$ cat src/rtl/dtg_pkg.sv
`timescale 1ns/1ps
// Shared types for the command timing guard.
// Assumes a 3-bit command code; code 7 is reserved and always illegal.
package dtg_pkg;

    typedef enum logic [2:0] {
        OP_ACT  = 3'd0,
        OP_RD   = 3'd1,
        OP_WR   = 3'd2,
        OP_PRE  = 3'd3,
        OP_PREA = 3'd4,
        OP_REF  = 3'd5,
        OP_MRS  = 3'd6,
        OP_RSVD = 3'd7
    } dtg_op_e;

    // Larger of two integers, used to size counters.
    function automatic int max2(input int a, input int b);
        return (a > b) ? a : b;
    endfunction

endpackage

$ cat src/rtl/dtg_down_ctr.sv
`timescale 1ns/1ps
// Loadable down-counter that stops at zero.
// A limit of T cycles is enforced by loading T-1 with the command;
// a later command is allowed once zero is reported.
module dtg_down_ctr #(
    parameter int W = 6
) (
    input  logic         clk,
    input  logic         rst_n,
    input  logic         load,
    input  logic [W-1:0] value,
    output logic         zero
);

    logic [W-1:0] cnt_q;

    // Load on command, otherwise count down to zero.
    always_ff @(posedge clk) begin
        if (!rst_n)
            cnt_q <= '0;
        else if (load)
            cnt_q <= value;
        else if (cnt_q != '0)
            cnt_q <= cnt_q - 1'b1;
    end

    assign zero = (cnt_q == '0);

endmodule

$ cat src/rtl/dtg_bank_track.sv
`timescale 1ns/1ps
// State and timers for one bank: open flag, activate-to-column,
// minimum open time, same-bank activate spacing, write recovery,
// reopen delay after a close, and the open-age watchdog.
// Assumes the do_* strobes are only raised for accepted commands
// and do_close only while the bank is open.
module dtg_bank_track #(
    parameter int CW        = 6,
    parameter int T_RCD_RD  = 5,
    parameter int T_RCD_WR  = 3,
    parameter int T_RAS     = 10,
    parameter int T_RC      = 15,
    parameter int T_RP      = 5,
    parameter int WR2PRE    = 4,
    parameter int RDAP2ACT  = 7,
    parameter int WRAP2ACT  = 10,
    parameter int T_RAS_MAX = 100000
) (
    input  logic clk,
    input  logic rst_n,
    input  logic do_act,
    input  logic do_rd,
    input  logic do_wr,
    input  logic do_close,
    input  logic auto_pre,
    output logic is_open,
    output logic act_ready,
    output logic rd_ready,
    output logic wr_ready,
    output logic pre_ready,
    output logic idle_ready,
    output logic overdue
);

    localparam int AW = $clog2(T_RAS_MAX + 2);
    localparam logic [AW-1:0] AGE_TOP  = AW'(T_RAS_MAX + 1);
    localparam logic [CW-1:0] L_RCDRD  = CW'(T_RCD_RD - 1);
    localparam logic [CW-1:0] L_RCDWR  = CW'(T_RCD_WR - 1);
    localparam logic [CW-1:0] L_RAS    = CW'(T_RAS - 1);
    localparam logic [CW-1:0] L_RC     = CW'(T_RC - 1);
    localparam logic [CW-1:0] L_RP     = CW'(T_RP - 1);
    localparam logic [CW-1:0] L_WRREC  = CW'(WR2PRE - 1);
    localparam logic [CW-1:0] L_RDAP   = CW'(RDAP2ACT - 1);
    localparam logic [CW-1:0] L_WRAP   = CW'(WRAP2ACT - 1);

    logic          open_q;
    logic [AW-1:0] age_q;
    logic          col_shut;
    logic          wait_load;
    logic [CW-1:0] wait_val;
    logic z_rcdrd, z_rcdwr, z_ras, z_rc, z_wrrec, z_wait;

    assign col_shut  = (do_rd | do_wr) & auto_pre;
    assign wait_load = do_close | col_shut;

    // Reopen delay depends on what closed the bank.
    always_comb begin
        if (do_close)   wait_val = L_RP;
        else if (do_wr) wait_val = L_WRAP;
        else            wait_val = L_RDAP;
    end

    // Open flag follows activate and every kind of close.
    always_ff @(posedge clk) begin
        if (!rst_n)
            open_q <= 1'b0;
        else if (do_act)
            open_q <= 1'b1;
        else if (do_close | col_shut)
            open_q <= 1'b0;
    end

    // Age of the open row, saturating just past the limit.
    always_ff @(posedge clk) begin
        if (!rst_n)
            age_q <= '0;
        else if (do_act)
            age_q <= '0;
        else if (open_q && age_q != AGE_TOP)
            age_q <= age_q + 1'b1;
    end

    dtg_down_ctr #(.W(CW)) u_rcdrd (.clk(clk), .rst_n(rst_n), .load(do_act),    .value(L_RCDRD), .zero(z_rcdrd));
    dtg_down_ctr #(.W(CW)) u_rcdwr (.clk(clk), .rst_n(rst_n), .load(do_act),    .value(L_RCDWR), .zero(z_rcdwr));
    dtg_down_ctr #(.W(CW)) u_ras   (.clk(clk), .rst_n(rst_n), .load(do_act),    .value(L_RAS),   .zero(z_ras));
    dtg_down_ctr #(.W(CW)) u_rc    (.clk(clk), .rst_n(rst_n), .load(do_act),    .value(L_RC),    .zero(z_rc));
    dtg_down_ctr #(.W(CW)) u_wrrec (.clk(clk), .rst_n(rst_n), .load(do_wr),     .value(L_WRREC), .zero(z_wrrec));
    dtg_down_ctr #(.W(CW)) u_wait  (.clk(clk), .rst_n(rst_n), .load(wait_load), .value(wait_val), .zero(z_wait));

    assign is_open    = open_q;
    assign act_ready  = !open_q && z_wait && z_rc;
    assign rd_ready   = open_q && z_rcdrd;
    assign wr_ready   = open_q && z_rcdwr;
    assign pre_ready  = !open_q || (z_ras && z_wrrec);
    assign idle_ready = !open_q && z_wait;
    assign overdue    = open_q && (age_q > AW'(T_RAS_MAX));

endmodule

$ cat src/rtl/dtg_refresh_timer.sv
`timescale 1ns/1ps
// Refresh interval timer: raises due after REF_INT cycles and holds it
// until an accepted refresh, which also restarts the interval.
module dtg_refresh_timer #(
    parameter int REF_INT = 1950
) (
    input  logic clk,
    input  logic rst_n,
    input  logic refresh_done,
    output logic due
);

    localparam int RW = $clog2(REF_INT + 1);
    localparam logic [RW-1:0] LAST = RW'(REF_INT - 1);

    logic [RW-1:0] cnt_q;
    logic          due_q;

    // Interval count and request flag.
    always_ff @(posedge clk) begin
        if (!rst_n) begin
            cnt_q <= '0;
            due_q <= 1'b0;
        end else if (refresh_done) begin
            cnt_q <= '0;
            due_q <= 1'b0;
        end else if (cnt_q == LAST) begin
            cnt_q <= '0;
            due_q <= 1'b1;
        end else begin
            cnt_q <= cnt_q + 1'b1;
        end
    end

    assign due = due_q;

endmodule

$ cat src/rtl/dram_cmd_timing_guard.sv
`timescale 1ns/1ps
// Judges each proposed SDRAM command against bank state and timing.
// Legal commands update the state; illegal ones are dropped.
// Assumes one command per cycle and that every delay parameter is >= 1.
module dram_cmd_timing_guard #(
    parameter int NBANK     = 4,
    parameter int BURST     = 4,
    parameter int T_RCD_RD  = 5,
    parameter int T_RCD_WR  = 3,
    parameter int T_RAS     = 10,
    parameter int T_RC      = 15,
    parameter int T_RP      = 5,
    parameter int T_RRD     = 3,
    parameter int T_CCD     = 1,
    parameter int T_WR      = 2,
    parameter int T_DAL     = 8,
    parameter int T_RFC     = 17,
    parameter int T_MRD     = 2,
    parameter int REF_INT   = 1950,
    parameter int T_RAS_MAX = 100000
) (
    input  logic                     clk,
    input  logic                     rst_n,
    input  logic                     cmd_valid,
    input  logic [2:0]               cmd_op,
    input  logic [$clog2(NBANK)-1:0] cmd_bank,
    input  logic                     cmd_ap,
    output logic [NBANK-1:0]         bank_open,
    output logic                     cmd_ok,
    output logic                     cmd_bad,
    output logic                     refresh_due,
    output logic [NBANK-1:0]         row_overdue
);
    import dtg_pkg::*;

    localparam int BA_W     = $clog2(NBANK);
    localparam int BEAT_CYC = BURST / 2;
    localparam int WR2PRE   = BEAT_CYC + T_WR;
    localparam int WRAP2ACT = BEAT_CYC + T_DAL;
    localparam int RDAP2ACT = BEAT_CYC + T_RP;
    localparam int WR2RD    = BEAT_CYC + 1;
    localparam int MAXT     = max2(max2(max2(T_RC, T_RFC), max2(WRAP2ACT, RDAP2ACT)),
                                   max2(max2(T_RAS, T_RCD_RD), max2(WR2PRE, T_MRD)));
    localparam int CW       = $clog2(MAXT + 1);

    dtg_op_e          op;
    logic             legal;
    logic             acc;
    logic [NBANK-1:0] act_rdy, rd_rdy, wr_rdy, pre_rdy, idle_rdy;
    logic z_rrd, z_ccd, z_wrrd, z_gbl;
    logic [CW-1:0] gbl_val;

    assign op  = dtg_op_e'(cmd_op);
    assign acc = cmd_valid && legal;

    // One tracker per bank.
    for (genvar i = 0; i < NBANK; i++) begin : g_bank
        logic hit;
        assign hit = (cmd_bank == BA_W'(i));
        dtg_bank_track #(
            .CW(CW), .T_RCD_RD(T_RCD_RD), .T_RCD_WR(T_RCD_WR), .T_RAS(T_RAS),
            .T_RC(T_RC), .T_RP(T_RP), .WR2PRE(WR2PRE), .RDAP2ACT(RDAP2ACT),
            .WRAP2ACT(WRAP2ACT), .T_RAS_MAX(T_RAS_MAX)
        ) u_track (
            .clk       (clk),
            .rst_n     (rst_n),
            .do_act    (acc && op == OP_ACT && hit),
            .do_rd     (acc && op == OP_RD && hit),
            .do_wr     (acc && op == OP_WR && hit),
            .do_close  (acc && bank_open[i] && ((op == OP_PRE && hit) || op == OP_PREA)),
            .auto_pre  (cmd_ap),
            .is_open   (bank_open[i]),
            .act_ready (act_rdy[i]),
            .rd_ready  (rd_rdy[i]),
            .wr_ready  (wr_rdy[i]),
            .pre_ready (pre_rdy[i]),
            .idle_ready(idle_rdy[i]),
            .overdue   (row_overdue[i])
        );
    end

    // Refresh and mode writes each block all commands for their own span.
    assign gbl_val = (op == OP_REF) ? CW'(T_RFC - 1) : CW'(T_MRD - 1);

    dtg_down_ctr #(.W(CW)) u_rrd  (.clk(clk), .rst_n(rst_n), .load(acc && op == OP_ACT),
                                   .value(CW'(T_RRD - 1)), .zero(z_rrd));
    dtg_down_ctr #(.W(CW)) u_ccd  (.clk(clk), .rst_n(rst_n), .load(acc && (op == OP_RD || op == OP_WR)),
                                   .value(CW'(T_CCD - 1)), .zero(z_ccd));
    dtg_down_ctr #(.W(CW)) u_wrrd (.clk(clk), .rst_n(rst_n), .load(acc && op == OP_WR),
                                   .value(CW'(WR2RD - 1)), .zero(z_wrrd));
    dtg_down_ctr #(.W(CW)) u_gbl  (.clk(clk), .rst_n(rst_n), .load(acc && (op == OP_REF || op == OP_MRS)),
                                   .value(gbl_val), .zero(z_gbl));

    dtg_refresh_timer #(.REF_INT(REF_INT)) u_ref (
        .clk         (clk),
        .rst_n       (rst_n),
        .refresh_done(acc && op == OP_REF),
        .due         (refresh_due)
    );

    // Rule selection for the proposed command.
    always_comb begin
        legal = 1'b0;
        if (z_gbl) begin
            case (op)
                OP_ACT:  legal = act_rdy[cmd_bank] && z_rrd;
                OP_RD:   legal = rd_rdy[cmd_bank] && z_wrrd && z_ccd;
                OP_WR:   legal = wr_rdy[cmd_bank] && z_ccd;
                OP_PRE:  legal = pre_rdy[cmd_bank];
                OP_PREA: legal = &pre_rdy;
                OP_REF:  legal = &idle_rdy;
                OP_MRS:  legal = &idle_rdy;
                default: legal = 1'b0;
            endcase
        end
    end

    assign cmd_ok  = acc;
    assign cmd_bad = cmd_valid && !legal;

endmodule

$ cat config.mk
export PLATFORM = sky130hd
export DESIGN_NAME = dram_cmd_timing_guard
export DESIGN_NICKNAME = d
export VERILOG_FILES = /design/src/rtl/dtg_pkg.sv /design/src/rtl/dtg_down_ctr.sv /design/src/rtl/dtg_bank_track.sv /design/src/rtl/dtg_refresh_timer.sv /design/src/rtl/dram_cmd_timing_guard.sv
export SDC_FILE = /design/constraint.sdc
export NUM_CORES = 1
export LEC_CHECK = 0
export BUFFER_PORTS_ARGS = -buffer_cell sky130_fd_sc_hd__buf_2
export CORE_MARGIN = 4
export CORE_UTILIZATION = 45
export DETAILED_ROUTE_END_ITERATION = 12
export GPL_TIMING_DRIVEN = 0
export PLACE_DENSITY = 0.58
export SYNTH_ARGS = -nofsm -noshare
export SYNTH_HDL_FRONTEND = slang
export SYNTH_SLANG_ARGS = --single-unit
$ cat constraint.sdc
create_clock -name clk -period 5.31 [get_ports clk]
set_input_delay 0.2655 -clock clk [delete_from_list [all_inputs] [get_ports clk]]
set_output_delay 0.2655 -clock clk [all_outputs]
set_load 0.03 [all_outputs]
==> results of run 1 <==
state kept, by name (all words and copies together), names as in the netlist:
name and flops:
g_bank.u_track.age_q 68, g_bank.u_track.u_ras.cnt_q 20, g_bank.u_track.u_rc.cnt_q 20, g_bank.u_track.u_rcdrd.cnt_q 20
g_bank.u_track.u_rcdwr.cnt_q 20, g_bank.u_track.u_wait.cnt_q 20, g_bank.u_track.u_wrrec.cnt_q 20, u_ref.cnt_q 11
u_ccd.cnt_q 5, u_gbl.cnt_q 5, u_rrd.cnt_q 5, u_wrrd.cnt_q 5
g_bank.u_track.is_open 4, u_ref.due 1
cells by family after synthesis:
logic type,after synthesis,synth area share
AND/OR/NAND/NOR,612,0.265
flip-flops,224,0.384
AO/OA/AOI/OAI,217,0.116
buffers and inverters,154,0.0561
XOR/XNOR,137,0.103
adder cells (fa/ha/maj),68,0.0729
multiplexers,4,0.00364
metal layers:
| metal | track usage | up-vias | part of all wire |
|---|---|---|---|
| li1 | - | 4906 | - |
| met1 | 0.235 | 4264 | 0.48 |
| met2 | 0.302 | 128 | 0.46 |
| met3 | 0.0292 | 37 | 0.036 |
| met4 | 0.0364 | 0 | 0.020 |
| met5 | 0 | - | 0 |
Yosys cell counts (14+ instances only):
master	n
or3_1	37
nor2b_1	17
buf_4	14
o21a_1	16
nand2_1	99
ha_1	68
inv_1	85
a21oi_1	107
or4b_1	14
clkbuf_1	30
nor2_1	209
xnor2_1	86
dfxtp_1	224
buf_2	14
xor2_1	51
and3_1	19
nor3_1	83
nand4_1	19
o21ai_0	32
nand3_1	42
cell usage in the layout (no fill, tap or decap), types with 10 or more instances in the layout:
cell type	synthesis	routed
or4b_1	14	14
nand4_1	19	19
inv_1	85	85
nor4_1	12	12
xnor2_1	86	86
nor4b_1	13	13
nand2_1	99	99
clkbuf_1	30	33
buf_2	14	30
xor2_1	51	51
a21oi_1	107	107
nor3_1	83	83
nand3_1	42	42
and3_1	19	19
dfxtp_1	224	224
a211oi_1	10	10
buf_4	14	14
nor2_1	209	209
nor2b_1	17	17
o21ai_0	32	32
clkbuf_16	0	27
or3_1	37	37
nand2b_1	10	10
ha_1	68	68
o21a_1	16	16
and2_1	10	10
cell type report:
| class | count | area [µm²] |
|---|---|---|
| Fill cell | 2432 | 12200 |
| Sequential cell | 224 | 4480 |
| Multi-Input combinational cell | 1038 | 6540 |
| Clock inverter | 10 | 128 |
| Buffer | 67 | 329 |
| Tap cell | 330 | 413 |
| Timing Repair Buffer | 16 | 80.1 |
| Inverter | 87 | 327 |
| Clock buffer | 37 | 783 |
how the worst max path moves through the flow:
stage,from,end,slack [ps]
2_1_floorplan,g_bank[2].u_track.u_wait.cnt_q[0],cmd_bad,2460
3_3_place_gp,g_bank[0].u_track.u_wait.cnt_q[0],g_bank[1].u_track.age_q[12],1850
3_5_place_dp,g_bank[0].u_track.u_wait.cnt_q[0],g_bank[1].u_track.u_rcdrd.cnt_q[1],1860
4_1_cts,g_bank[0].u_track.u_wait.cnt_q[0],cmd_bad,1590
5_1_grt,g_bank[0].u_track.u_rc.cnt_q[0],cmd_bad,1380
6_report,g_bank[0].u_track.u_wait.cnt_q[0],cmd_bad,1560
per-stage QoR:
stage	power (mW)	util
detailed placement	5.42	0.481
global route	7.92	0.517
CTS	7.35	0.517
finish	7.27	0.517
floorplan	4.87	-
global placement	5.37	0.481
worst register-to-register path: cells and delay by family, from the launching register on:
| family | cells | cell delay [ps] |
|---|---|---|
| fa+ha+maj | 1 | 170 |
| flops | 1 | 330 |
| compound gates | 4 | 980 |
| simple gates | 3 | 1050 |
| buf+inv | 4 | 830 |
power groups by stage:
stage	Clock, mW	Sequential, mW	Combinational [mW]
after global placement	0	2.54	2.83
after detailed placement	0	2.55	2.87
after global routing	2.00	2.59	3.33
after CTS	1.93	2.52	2.90
after floorplan	0	2.47	2.41
final	1.87	2.52	2.87
==> reports/summary.json, run 1 <==
{
  "place": {
    "gp_routability_congestion": 0.860,
    "numPortBuffers": 16,
    "hpwl_mm": 17.9,
    "detailed_place.area_um2": 12200,
    "post-place-ws_ps": 1860,
    "dp.cells": 1762
  },
  "power_and_ir_drop": {
    "p_comb_frac": 0.395,
    "power_report.internal_total_mw": 4.66,
    "leakage_nw": 5.13,
    "clock_power_share": 0.258,
    "power.net_switching_mw": 2.60,
    "power-per-cell-area_nw_per_um2": 555,
    "power.sequential.fraction": 0.347,
    "power_switching_share": 0.358,
    "vdd_drop_max_mv": 0.365
  },
  "sta": {
    "holdWs_ps": 125,
    "finClkSkew_ps": 17.9,
    "finalSetupTns_ps": 0,
    "worst_slack_ps": 1560,
    "max_slew.worst_pin.slew_ps": 1040,
    "peak_freq_mhz": 267,
    "final-setup-viol-count": 0,
    "min_period_over_period": 0.706,
    "timing_max_transition_violations_final": 0,
    "timing_hold_violations_final": 0,
    "rsz0062_at_grt": "false",
    "timing.final.crit_period_ps": 3750,
    "maxSlewHeadroom": 0.296
  },
  "synthesis": {
    "synth.cell_area_um2": 11700,
    "number_of_enable_type_register_cells_in_the_synthesized_netlist": 0,
    "ys.flop_type": "dfxtp_1",
    "mappedNetlistNets": 1493,
    "ys_seq_area_frac": 0.384,
    "postSynthAreaPerCell_um2": 8.25,
    "synth.lib_cells_used.distinct": 70,
    "yosys-top-cells-area": "dfxtp_1, ha_1, nor2_1",
    "yosysTopAreaCell": "dfxtp_1",
    "synth_seq_cells": 224,
    "async_flop_share": 0,
    "area_fraction_of_the_dominant_cell_type_after_synthesis": 0.384,
    "yosys_warnings": 0,
    "synthCells": 1416
  },
  "clock_tree": {
    "cts_hold_buf": 0,
    "cts_max_path_buffers": 3,
    "clkLatencyLatePin_ps": 530,
    "cts_max_level": 1,
    "cts_root_buffer": "clkbuf_16",
    "clock_sink_count": 224,
    "cts_resized": 0,
    "cts_inserted_buffers": 26,
    "post_cts.repair.setup_buffers": 0,
    "clk_transition_reported_paths_ps": 60,
    "cts_tree": "done"
  },
  "detailed_routing": {
    "first_pass_iters": 5,
    "ant_nets_after_route": 0,
    "viasPerCell": 5.16,
    "routed_wirelength_mm": 25.2,
    "via_count": 9335,
    "drc_errors": 0,
    "dr.first_iter.drc_count": 472,
    "detail_route.wl_per_cell_um": 13.9
  },
  "grt": {
    "global_route.overflow_total": 0,
    "groute.usage.overall": 0.176,
    "antenna_found_initial": 1,
    "first_global_vias": 8896,
    "grt_pass1_wl_mm": 43.1,
    "grt_max_degree": 13
  },
  "worst_setup_path": {
    "rr_endpoint": "g_bank[1].u_track.u_rcdrd.cnt_q[0]",
    "r2r_cells": 12,
    "startpoint_type": "register",
    "critical_path_class": "register to output pin",
    "cell_depth_of_the_worst_setup_path": 10,
    "timing.rr.start": "g_bank[0].u_track.u_wait.cnt_q[0]",
    "ff2ff_setup_slack_ps": 1850,
    "critical_path_arrival_ps": 3480,
    "cp_slowest_stage_delay_ps": 530,
    "cp_num_buf_inv": 3,
    "cp.required_ps": 5040,
    "cells_along_the_critical_path": "inv_1 -> ha_1 -> or4b_4 -> nor4_1 -> a311oi_1 -> a2111oi_4 -> or4_1 -> clkbuf_1 -> a31oi_1 -> buf_2",
    "crit_fanout": 8,
    "critical_path.slowest_cell": "or4b_4",
    "cp_top_family": "simple AND/OR/NAND/NOR gates",
    "worstSetupEndpointType": "output pin"
  },
  "die": {
    "coreArea_um2": 25300,
    "die-height_um": 169,
    "start_util": 0.461,
    "die_width_um": 169,
    "num_rows": 58,
    "fp.dieArea_um2": 28600,
    "ios": 20
  },
  "layout": {
    "diodes": 0,
    "final-instance-count-excl-fill": 1809,
    "final_layout_size_suffix_gt1_frac": 0.0805,
    "final_cell_area_um2": 13100,
    "area_delta_synth_final_pct": 12.0,
    "nNetsFinal": 1537
  },
  "status": {
    "status": "finished clean"
  },
  "job": {
    "drv_cap": 0
  },
  "min_path": {
    "hold_path_end": "g_bank[3].u_track.u_wait.cnt_q[0]",
    "whs_path_depth": 3,
    "hold_start": "cmd_ap",
    "worst_hold_path_type": "input port to register"
  }
}
No activity file was read; power rests on OpenSTA's default activity.
==> run 2: changes to the inputs <==
==> constraint.sdc (replaced) <==
create_clock -name clk -period 3.6 [get_ports clk]
set_input_delay 0.18 -clock clk [delete_from_list [all_inputs] [get_ports clk]]
set_output_delay 0.18 -clock clk [all_outputs]
set_load 0.03 [all_outputs]
==> reports/summary.json, run 2 (synthesized netlist as in run 1, its figures left out) <==
{
  "status": {
    "status": "finished clean"
  },
  "power_and_ir_drop": {
    "leakage_nw": 5.14,
    "p_comb_frac": 0.397,
    "power.sequential.fraction": 0.346,
    "vdd_drop_max_mv": 0.511,
    "power-per-cell-area_nw_per_um2": 821,
    "power_switching_share": 0.359,
    "power_report.internal_total_mw": 6.90,
    "power.net_switching_mw": 3.87,
    "total_power_mw": 10.8,
    "clock_power_share": 0.257
  },
  "die": {
    "fp.dieArea_um2": 28600,
    "start_util": 0.461,
    "ios": 20,
    "die-height_um": 169,
    "coreArea_um2": 25300,
    "die_width_um": 169,
    "num_rows": 58
  },
  "worst_setup_path": {
    "worst_setup_path_startpoint": "g_bank[2].u_track.u_wait.cnt_q[0]",
    "rr_endpoint": "g_bank[1].u_track.u_rcdrd.cnt_q[0]",
    "startpoint_type": "register",
    "timing.rr.start": "g_bank[0].u_track.u_rcdwr.cnt_q[0]",
    "critical_path_class": "register to output pin",
    "worstSetupEndpointType": "output pin",
    "crit_fanout": 8,
    "cp.required_ps": 3420,
    "cp_slowest_stage_delay_ps": 620,
    "cells_along_the_critical_path": "inv_1 -> ha_1 -> or4b_1 -> clkbuf_1 -> nor2_1 -> a311oi_1 -> a2111oi_4 -> or4_1 -> a31oi_1 -> buf_2",
    "critical_path_arrival_ps": 3270,
    "critical_path.slowest_cell": "or4_1",
    "r2r_cells": 13,
    "ff2ff_setup_slack_ps": 280
  },
  "place": {
    "gp_routability_congestion": 0.860,
    "numPortBuffers": 16,
    "hpwl_mm": 17.9
  },
  "sta": {
    "finClkSkew_ps": 17.7,
    "timing_max_transition_violations_final": 0,
    "peak_freq_mhz": 290,
    "timing.final.crit_period_ps": 3450,
    "holdWs_ps": 40.1,
    "final-setup-viol-count": 0,
    "max_slew.worst_pin.slew_ps": 1040,
    "finalSetupTns_ps": 0,
    "maxSlewHeadroom": 0.296,
    "min_period_over_period": 0.957,
    "rsz0062_at_grt": "true",
    "timing_hold_violations_final": 0
  },
  "grt": {
    "grt_max_degree": 13,
    "first_global_vias": 8896,
    "groute.usage.overall": 0.176,
    "global_route.overflow_total": 0,
    "antenna_found_initial": 1,
    "grt_pass1_wl_mm": 43.1
  },
  "detailed_routing": {
    "detail_route.wl_per_cell_um": 14.0,
    "ant_nets_after_route": 0,
    "dr.first_iter.drc_count": 442,
    "drc_errors": 0,
    "viasPerCell": 5.18,
    "routed_wirelength_mm": 25.3,
    "via_count": 9363,
    "first_pass_iters": 5
  },
  "clock_tree": {
    "cts_max_level": 1,
    "cts_hold_buf": 0,
    "clk_transition_reported_paths_ps": 60,
    "clkLatencyLatePin_ps": 530,
    "clock_sink_count": 224,
    "post_cts.repair.setup_buffers": 0,
    "cts_tree": "done",
    "cts_root_buffer": "clkbuf_16",
    "cts_max_path_buffers": 3,
    "cts_inserted_buffers": 26
  },
  "layout": {
    "register_area_um2": 4480,
    "nNetsFinal": 1536,
    "area_delta_synth_final_pct": 12.4,
    "leading_cell_type_in_the_layout_fill_and_taps_excluded": "dfxtp_1",
    "top_register": "g_bank.u_track.age_q",
    "final_layout_size_suffix_gt1_frac": 0.0825,
    "largest_reg_flops": 68,
    "diodes": 0,
    "n_fill_cell": 2429,
    "total_area_of_multi_input_combinational_cells_um2": 6580,
    "layout.cells.most_common_list": "dfxtp_1, nor2_1, a21oi_1"
  },
  "min_path": {
    "hold_path_end": "g_bank[3].u_track.u_wait.cnt_q[0]",
    "hold_start": "cmd_ap",
    "worst_hold_path_type": "input port to register",
    "whs_path_depth": 3
  },
  "job": {
    "drv_cap": 0
  }
}
## run 2: cell count changes in the layout (fill, tap and decap cells not counted), sizes merged
cell,previous run,this run
clkbuf,67,66
## run 2: through the flow
stage | util | instance area [µm²] | instances | setup slack (ps)
final | 0.518 | 13100 | 1808 | 154
after global routing | 0.518 | 13100 | 1808 | -28.4
after CTS | 0.517 | 13100 | 1809 | 74.4
after detailed placement | 0.481 | 12200 | 1762 | 146
after global placement | 0.481 | 12200 | 1762 | 138
after floorplan | - | 11700 | 1416 | 839
## run 2: worst max path at each step
stage,endpoint,cells past startpoint
floorplan,cmd_bad,10
global placement,g_bank[1].u_track.age_q[12],12
detailed placement,g_bank[1].u_track.u_rcdrd.cnt_q[1],12
CTS,cmd_bad,10
global route,cmd_bad,10
finish,cmd_bad,10
## run 2: area by class of cell
cell class / instances / share of cell area
Clock buffer: 37 / 0.0597
Buffer: 66 / 0.0248
Inverter: 87 / 0.0251
Tap cell: 330 / 0.0315
Timing Repair Buffer: 16 / 0.00610
Sequential cell: 224 / 0.342
Multi-Input combinational cell: 1038 / 0.501
Clock inverter: 10 / 0.00972
## run 2: what timing repair did
action / 4_1_cts / 5_1_grt
setup endpoints to repair: 2 / 2
pin swaps: 0 / 0
resized for setup: 1 / 8
## run 2: power by group through the flow
stage	Combinational, mW	Sequential, mW	Clock, mW
6_report	4.28	3.73	2.77
3_3_place_gp	4.18	3.75	0
4_1_cts	4.28	3.71	2.85
3_5_place_dp	4.23	3.76	0
5_1_grt	4.96	3.83	2.95
2_1_floorplan	3.55	3.64	0
## run 2: critical path: cells and delay by family (launching register included)
family                   cells  cell delay [ps]
AND/OR/NAND/NOR              3              860
adder cells (fa/ha/maj)      1              210
flip-flops                   1              330
AO/OA/AOI/OAI                3              740
buffers and inverters        3              600
## run 2: metal layers
layer | part of all wire | track usage
met1 | 0.48 | 0.235
met4 | 0.020 | 0.0364
met2 | 0.46 | 0.302
met5 | 0 | 0
met3 | 0.037 | 0.0292
